$ cat src/rtl/pwm10_pkg.sv
// Package: shared helpers for the ten-bit pulse-width generator.
// Assumes divider stages are powers of four, indexed from zero.
package pwm10_pkg;

    // Map a divider select code onto a stage index; codes past the last stage alias to it.
    function automatic int unsigned stage_of(input int unsigned code, input int unsigned stages);
        return (code >= stages) ? stages - 1 : code;
    endfunction

endpackage

$ cat src/rtl/pwm10_prescaler.sv
// Module: sub-step divider. It counts enabled clocks within one timer step and
// provides the step-end strobe and the two sub-step bits of the extended time base.
// Assumes: stage g divides by 4^(g+1) enabled clocks per timer step.
// While parked, the counter sits at its limit, so the first enabled clock ends a step.
module pwm10_prescaler
    import pwm10_pkg::*;
#(
    parameter int FRAC_W    = 2,
    parameter int PS_STAGES = 3,
    parameter int SEL_W     = 2
) (
    input  logic              clk,
    input  logic              rst_n,
    input  logic              en,
    input  logic              clk_en,
    input  logic [SEL_W-1:0]  sel,
    output logic              step_last,
    output logic [FRAC_W-1:0] frac
);
    localparam int DIV_W = FRAC_W * PS_STAGES;

    logic [DIV_W-1:0]  div_q;
    logic [DIV_W-1:0]  lim_tab  [PS_STAGES];
    logic [FRAC_W-1:0] frac_tab [PS_STAGES];
    logic [DIV_W-1:0]  limit;
    int unsigned       stage;

    // One limit and one sub-step slice per divider stage.
    for (genvar g = 0; g < PS_STAGES; g++) begin : g_stage
        assign lim_tab[g]  = DIV_W'((1 << (FRAC_W * (g + 1))) - 1);
        assign frac_tab[g] = div_q[FRAC_W*g +: FRAC_W];
    end

    // Select the active stage from the select code.
    always_comb begin
        stage = stage_of(int'(sel), PS_STAGES);
        limit = lim_tab[stage];
        frac  = frac_tab[stage];
    end

    assign step_last = en && clk_en && (div_q >= limit);

    // Advance the sub-step counter, restart at the limit, park at the limit when disabled.
    always_ff @(posedge clk) begin
        if (!rst_n)          div_q <= '0;
        else if (!en)        div_q <= limit;
        else if (step_last)  div_q <= '0;
        else if (clk_en)     div_q <= div_q + 1'b1;
    end

    // the counter restarts after every step end.
    a_r3_step_restart: assert property (@(posedge clk) disable iff (!rst_n)
        step_last |=> (div_q == '0));
    // a disabled clock leaves the divider untouched.
    a_r9_div_hold: assert property (@(posedge clk) disable iff (!rst_n)
        (en && !clk_en) |=> $stable(div_q));
endmodule

$ cat src/rtl/pwm10_timebase.sv
// Module: 8-bit period timer. It advances on each divider step end and wraps
// after reaching the period value. The wrap strobe marks the frame boundary.
// Assumes: while parked, the timer holds the period value, so the next step wraps.
module pwm10_timebase #(
    parameter int TMR_W = 8
) (
    input  logic             clk,
    input  logic             rst_n,
    input  logic             en,
    input  logic             step_last,
    input  logic [TMR_W-1:0] period,
    output logic [TMR_W-1:0] timer_q,
    output logic             wrap,
    output logic             match_q
);
    assign wrap = step_last && (timer_q == period);

    // Count timer steps, clear on wrap, hold at the period when parked.
    always_ff @(posedge clk) begin
        if (!rst_n)         timer_q <= '0;
        else if (!en)       timer_q <= period;
        else if (wrap)      timer_q <= '0;
        else if (step_last) timer_q <= timer_q + 1'b1;
    end

    // Register a one-cycle frame-start pulse.
    always_ff @(posedge clk) begin
        if (!rst_n) match_q <= 1'b0;
        else        match_q <= wrap;
    end

    // a wrap opens a frame at timer zero with the match pulse raised.
    a_r2_wrap_clears: assert property (@(posedge clk) disable iff (!rst_n)
        wrap |=> (timer_q == '0) && match_q);
    // the timer only moves on a step end or while parked.
    a_r9_timer_hold: assert property (@(posedge clk) disable iff (!rst_n)
        (en && !step_last) |=> $stable(timer_q));
endmodule

$ cat src/rtl/pwm10_duty.sv
// Module: duty shadow and output set/reset latch. The shadow takes the duty word
// only at a wrap. The latch is set at a wrap when the new word is non-zero, and
// cleared once the extended time base equals the shadow.
// Assumes: wrap is a single-cycle strobe from the timebase.
module pwm10_duty #(
    parameter int W = 10
) (
    input  logic         clk,
    input  logic         rst_n,
    input  logic         en,
    input  logic         wrap,
    input  logic [W-1:0] duty_in,
    input  logic [W-1:0] tb,
    output logic         pwm_out
);
    logic [W-1:0] shadow_q;
    logic         latch_q;
    logic         hit;

    assign hit = (tb == shadow_q);

    // Capture the duty word only on a frame boundary; clear while parked.
    always_ff @(posedge clk) begin
        if (!rst_n || !en) shadow_q <= '0;
        else if (wrap)     shadow_q <= duty_in;
    end

    // Set/reset latch: set wins at the boundary, reset on time-base match.
    always_ff @(posedge clk) begin
        if (!rst_n || !en) latch_q <= 1'b0;
        else if (wrap)     latch_q <= |duty_in;
        else if (hit)      latch_q <= 1'b0;
    end

    // Drop the line in the very cycle the time base reaches the shadow.
    assign pwm_out = latch_q && !hit;

    // the shadow changes only at a wrap.
    a_r7_shadow_frame: assert property (@(posedge clk) disable iff (!rst_n)
        (en && !wrap) |=> $stable(shadow_q));
    // a zero word at the boundary keeps the output low.
    a_r5_zero_low: assert property (@(posedge clk) disable iff (!rst_n)
        (en && wrap && (duty_in == '0)) |=> !pwm_out);
    // parking forces the output low.
    a_r8_park_low: assert property (@(posedge clk) disable iff (!rst_n)
        !en |=> !pwm_out);
endmodule

$ cat src/rtl/pwm10_gen.sv
// Module: top of the ten-bit pulse-width generator. It joins the divider, the
// period timer and the duty latch. The extended time base is {timer, sub-step bits}.
// Assumes: the period is not lowered below the running timer value mid-frame.
module pwm10_gen #(
    parameter int TMR_W     = 8,
    parameter int FRAC_W    = 2,
    parameter int PS_STAGES = 3,
    parameter int SEL_W     = 2
) (
    input  logic              clk,
    input  logic              rst_n,
    input  logic              clk_en,
    input  logic              pwm_en,
    input  logic [TMR_W-1:0]  period,
    input  logic [TMR_W-1:0]  duty_hi,
    input  logic [FRAC_W-1:0] duty_lo,
    input  logic [SEL_W-1:0]  pre_sel,
    output logic              pwm_out,
    output logic              period_match,
    output logic [TMR_W-1:0]  timer_val
);
    localparam int TB_W = TMR_W + FRAC_W;

    logic              step_last;
    logic [FRAC_W-1:0] frac;
    logic              wrap;
    logic [TB_W-1:0]   tb;

    pwm10_prescaler #(.FRAC_W(FRAC_W), .PS_STAGES(PS_STAGES), .SEL_W(SEL_W)) u_pre (
        .clk(clk), .rst_n(rst_n), .en(pwm_en), .clk_en(clk_en),
        .sel(pre_sel), .step_last(step_last), .frac(frac)
    );

    pwm10_timebase #(.TMR_W(TMR_W)) u_tmr (
        .clk(clk), .rst_n(rst_n), .en(pwm_en), .step_last(step_last),
        .period(period), .timer_q(timer_val), .wrap(wrap), .match_q(period_match)
    );

    assign tb = {timer_val, frac};

    pwm10_duty #(.W(TB_W)) u_duty (
        .clk(clk), .rst_n(rst_n), .en(pwm_en), .wrap(wrap),
        .duty_in({duty_hi, duty_lo}), .tb(tb), .pwm_out(pwm_out)
    );

    // the match pulse never lasts two cycles while running.
    a_r2_single_pulse: assert property (@(posedge clk) disable iff (!rst_n)
        (period_match && clk_en && pwm_en) |=> !period_match);
    // a frame start always shows timer zero.
    a_r10_start_zero: assert property (@(posedge clk) disable iff (!rst_n)
        period_match |-> (timer_val == '0));
endmodule

$ cat config.mk
export PLATFORM = sky130hd
export DESIGN_NAME = pwm10_gen
export DESIGN_NICKNAME = d
export VERILOG_FILES = /design/src/rtl/pwm10_pkg.sv /design/src/rtl/pwm10_prescaler.sv /design/src/rtl/pwm10_timebase.sv /design/src/rtl/pwm10_duty.sv /design/src/rtl/pwm10_gen.sv
export SDC_FILE = /design/constraint.sdc
export NUM_CORES = 1
export LEC_CHECK = 0
export BUFFER_PORTS_ARGS = -buffer_cell sky130_fd_sc_hd__buf_2
export CORE_UTILIZATION = 58
export DETAILED_ROUTE_END_ITERATION = 10
export PLACE_DENSITY = 0.86
export SYNTH_ARGS = -nofsm -noshare
export SYNTH_HDL_FRONTEND = slang
export SYNTH_HIERARCHICAL = 1
export SYNTH_SLANG_ARGS = --single-unit
$ cat constraint.sdc
create_clock -name clk -period 9.11 [get_ports clk]
set_clock_uncertainty 0.2 [all_clocks]
set_input_delay 2.2775 -clock clk [delete_from_list [all_inputs] [get_ports clk]]
set_output_delay 2.2775 -clock clk [all_outputs]
set_load 0.01 [all_outputs]
==> results.yml <==
outcome:
  status: "finished clean"
finish:
  areaGrowthSynthToFinish_pct: 12.5
  layout-drive-gt1-share: 0.244
  finalNetCount: 244
  n_antenna_cell: 0
  final_util: 0.711
  nFillCells: 219
sta:
  worst_pin_slew_ns: 0.429
  fmax_mhz: 166
  hold_viol: 0
  maxSlewViolCount: 0
  setup_viol: 0
  rsz0062_at_grt: "no"
  max_slew_margin: 0.714
  post-route-min-period_ns: 6.02
  final_min_period_over_clock_period: 0.661
  fin_setup_tns_ns: 0
synthesis:
  syn_area_per_cell_sq_um: 8.96
  synthArstFlopShare: 0
  synth_nets: 210
  syn_area_sq_um: 1620
  ys_types: 42
  ys_seq_area_frac: 0.321
  ys.flop_type: "dfxtp_1"
  syn_inst: 181
  yosys_warnings: 6
  synth_edf_count: 0
  ys_ff_latch: 26
worst_setup_path:
  cp_max_fo: 4
  startpoint_type: "input port"
  r2r-start: "u_pre/div_q[0]"
  r2r_end: "u_duty/latch_q"
  critPathCapture: "pwm_out"
  worstSetupPathType: "in2out"
  reg2reg_depth: 12
  crit_arrival_ns: 3.54
  startpoint: "pre_sel[0]"
  critPathRequiredTime_ns: 6.63
  r2r_slack_ns: 6.07
  end_kind: "output port"
floorplanning:
  start_util: 0.632
  die_area_sq_um: 3010
  ios: 34
  row_count: 18
  die_h_um: 54.9
  coreArea_sq_um: 2570
  die_w_um: 54.9
global_routing:
  grt_pass1_wl_um: 5370
  grt_max_degree: 26
  grt_antenna_before_repair: 0
  grt_pass1_vias: 1264
  grt_use_total: 0.251
  overflow: 0
power:
  internal_power_uw: 155
  switchingPower_uw: 63.5
  p_leak_uw: 0.000716
  clockPowerShare: 0.218
  power_per_cell_area_nw_per_um2: 120
  pwr-share-seq: 0.578
  vdd_ir_drop_max_v: 0.0000857
  netSwitchingFraction: 0.290
  comb_power_share: 0.203
cts:
  cts_tree: "built"
  clockRootBuffer: "clkbuf_4"
  postCtsHoldBufs: 0
  ctsResizeCount: 0
  cts_num_sinks: 26
  cts_buffers: 3
  htreeDepth: 1
  insertion_delay_ns: 0.31
  clock_path_buffers: 2
  path_clk_slew_ns: 0.13
  postCtsSetupRepairBufs: 0
placed_design:
  globalplace.congestion: 0.822
  post-dp-hpwl_um: 2580
  io_buffers: 33
routing:
  routedWlPerCell_um: 14.0
  wl_um: 3410
  drt-initial-drc-count: 31
  ant_nets: 0
  route.vias.total: 1425
  dr.pass1.iters: 4
  drc: 0
  avgViaCountPerCell: 5.86
flow_run:
  maxCapViolCount: 0
hold_path:
  holdCritPathClass: "reg2reg"
flip-flops by register name, summed over array words and instances (netlist names):
register	count
u_duty/shadow_q	10
u_tmr/timer_q	8
u_tmr/match_q	1
u_duty/latch_q	1
u_pre/div_q	6
critical path: stages:
cell and delay (ns):
buf_2 0.13, mux2i_1 0.11, o21ai_0 0.22, xnor2_1 0.15, nand4_1 0.11, o41a_1 0.40
buf_2 0.15
metrics by stage:
stage	area (sq um)	hold WS [ns]	worst slack (ns)	power, uW	instances
2_1_floorplan	1620	0.281	3.43	157	181
3_3_place_gp	1800	0.296	3.10	171	240
3_5_place_dp	1800	0.316	3.08	173	240
4_1_cts	1820	0.348	3.08	222	243
5_1_grt	1820	0.377	3.00	231	243
6_report	1820	0.346	3.09	219	243
power by group through the flow:
stage | logic (uW) | clock network (uW) | registers [uW]
after floorplan | 29.8 | 0 | 128
after global placement | 42.6 | 0 | 128
after detailed placement | 44.3 | 0 | 129
after CTS | 44.6 | 50.9 | 127
after global routing | 50.0 | 53.1 | 128
final | 44.6 | 47.8 | 127
worst min-delay path by stage:
stage	from	end	slack [ns]	cells past startpoint
4_1_cts	u_duty/shadow_q[1]	u_duty/shadow_q[1]	0.35	2
5_1_grt	u_duty/shadow_q[0]	u_duty/shadow_q[0]	0.38	2
2_1_floorplan	u_duty/shadow_q[4]	u_duty/shadow_q[4]	0.28	2
6_report	u_duty/shadow_q[0]	u_duty/shadow_q[0]	0.35	2
3_3_place_gp	u_duty/shadow_q[9]	u_duty/shadow_q[9]	0.30	2
3_5_place_dp	u_duty/shadow_q[7]	u_duty/shadow_q[7]	0.32	2
final cells by class:
class | count | area, sq um | area share
Sequential cell | 26 | 520 | 0.285
Clock buffer | 3 | 22.5 | 0.0123
Multi-Input combinational cell | 146 | 1060 | 0.579
Inverter | 4 | 15.0 | 0.00823
Timing Repair Buffer | 34 | 173 | 0.0947
Tap cell | 30 | 37.5 | 0.0206
cells in the mapped netlist (all sizes together) (2+ instances only):
master,instances,area [sq um]
a21boi,2,15.0
a21oi,2,10.0
a31o,6,52.6
a31oi,2,12.5
a41o,2,20.0
and2,5,31.3
and3,3,20.0
buf,4,26.3
dfxtp,26,521
ha,5,62.6
inv,3,11.3
mux2i,12,120
nand2,13,48.8
nand2b,2,12.5
nand3,7,35.0
nand4,5,43.8
nor2,17,66.3
nor2b,7,43.8
nor3,2,15.0
o21ai,15,78.8
o221ai,2,17.5
xnor2,20,183
xor2,8,70.1
logic make-up after synthesis:
family | count (synthesis) | share of synthesized area
buffers and inverters | 9 | 0.0278
flip-flops | 26 | 0.321
AND/OR/NAND/NOR | 65 | 0.213
adder cells (fa/ha/maj) | 5 | 0.0386
multiplexers | 12 | 0.0741
XOR/XNOR | 28 | 0.156
AO/OA/AOI/OAI | 36 | 0.170
layout by cell type, fill, tap and decap left out, types with 2 or more instances in the layout:
cell,Yosys,routed
nor2b_1,7,7
nand2b_1,2,2
xor2_1,8,8
a31oi_1,2,2
clkbuf_4,0,3
a21boi_0,2,2
and2_1,5,5
nand4_2,2,2
ha_1,5,5
a31o_2,6,6
inv_1,3,3
nand2_1,13,13
xnor2_1,19,19
nand3_1,7,7
o221ai_1,2,2
nor2_1,16,16
o21ai_0,8,8
a21oi_1,2,2
mux2i_1,12,12
buf_2,3,33
o21ai_1,6,6
dfxtp_1,26,26
nand4_1,3,3
and3_1,2,2
a41o_1,2,2
per-layer routing:
layer / wire (um) / up-vias / track usage / share of wire
met2: 1610 / 42 / 0.430 / 0.47
met5: 0 / - / 0 / 0
li1: - / 714 / - / -
met1: 1600 / 667 / 0.310 / 0.47
met4: 20 / 0 / 0.111 / 0.0059
met3: 173 / 2 / 0.0306 / 0.051
(Power assumes the default switching activity.)
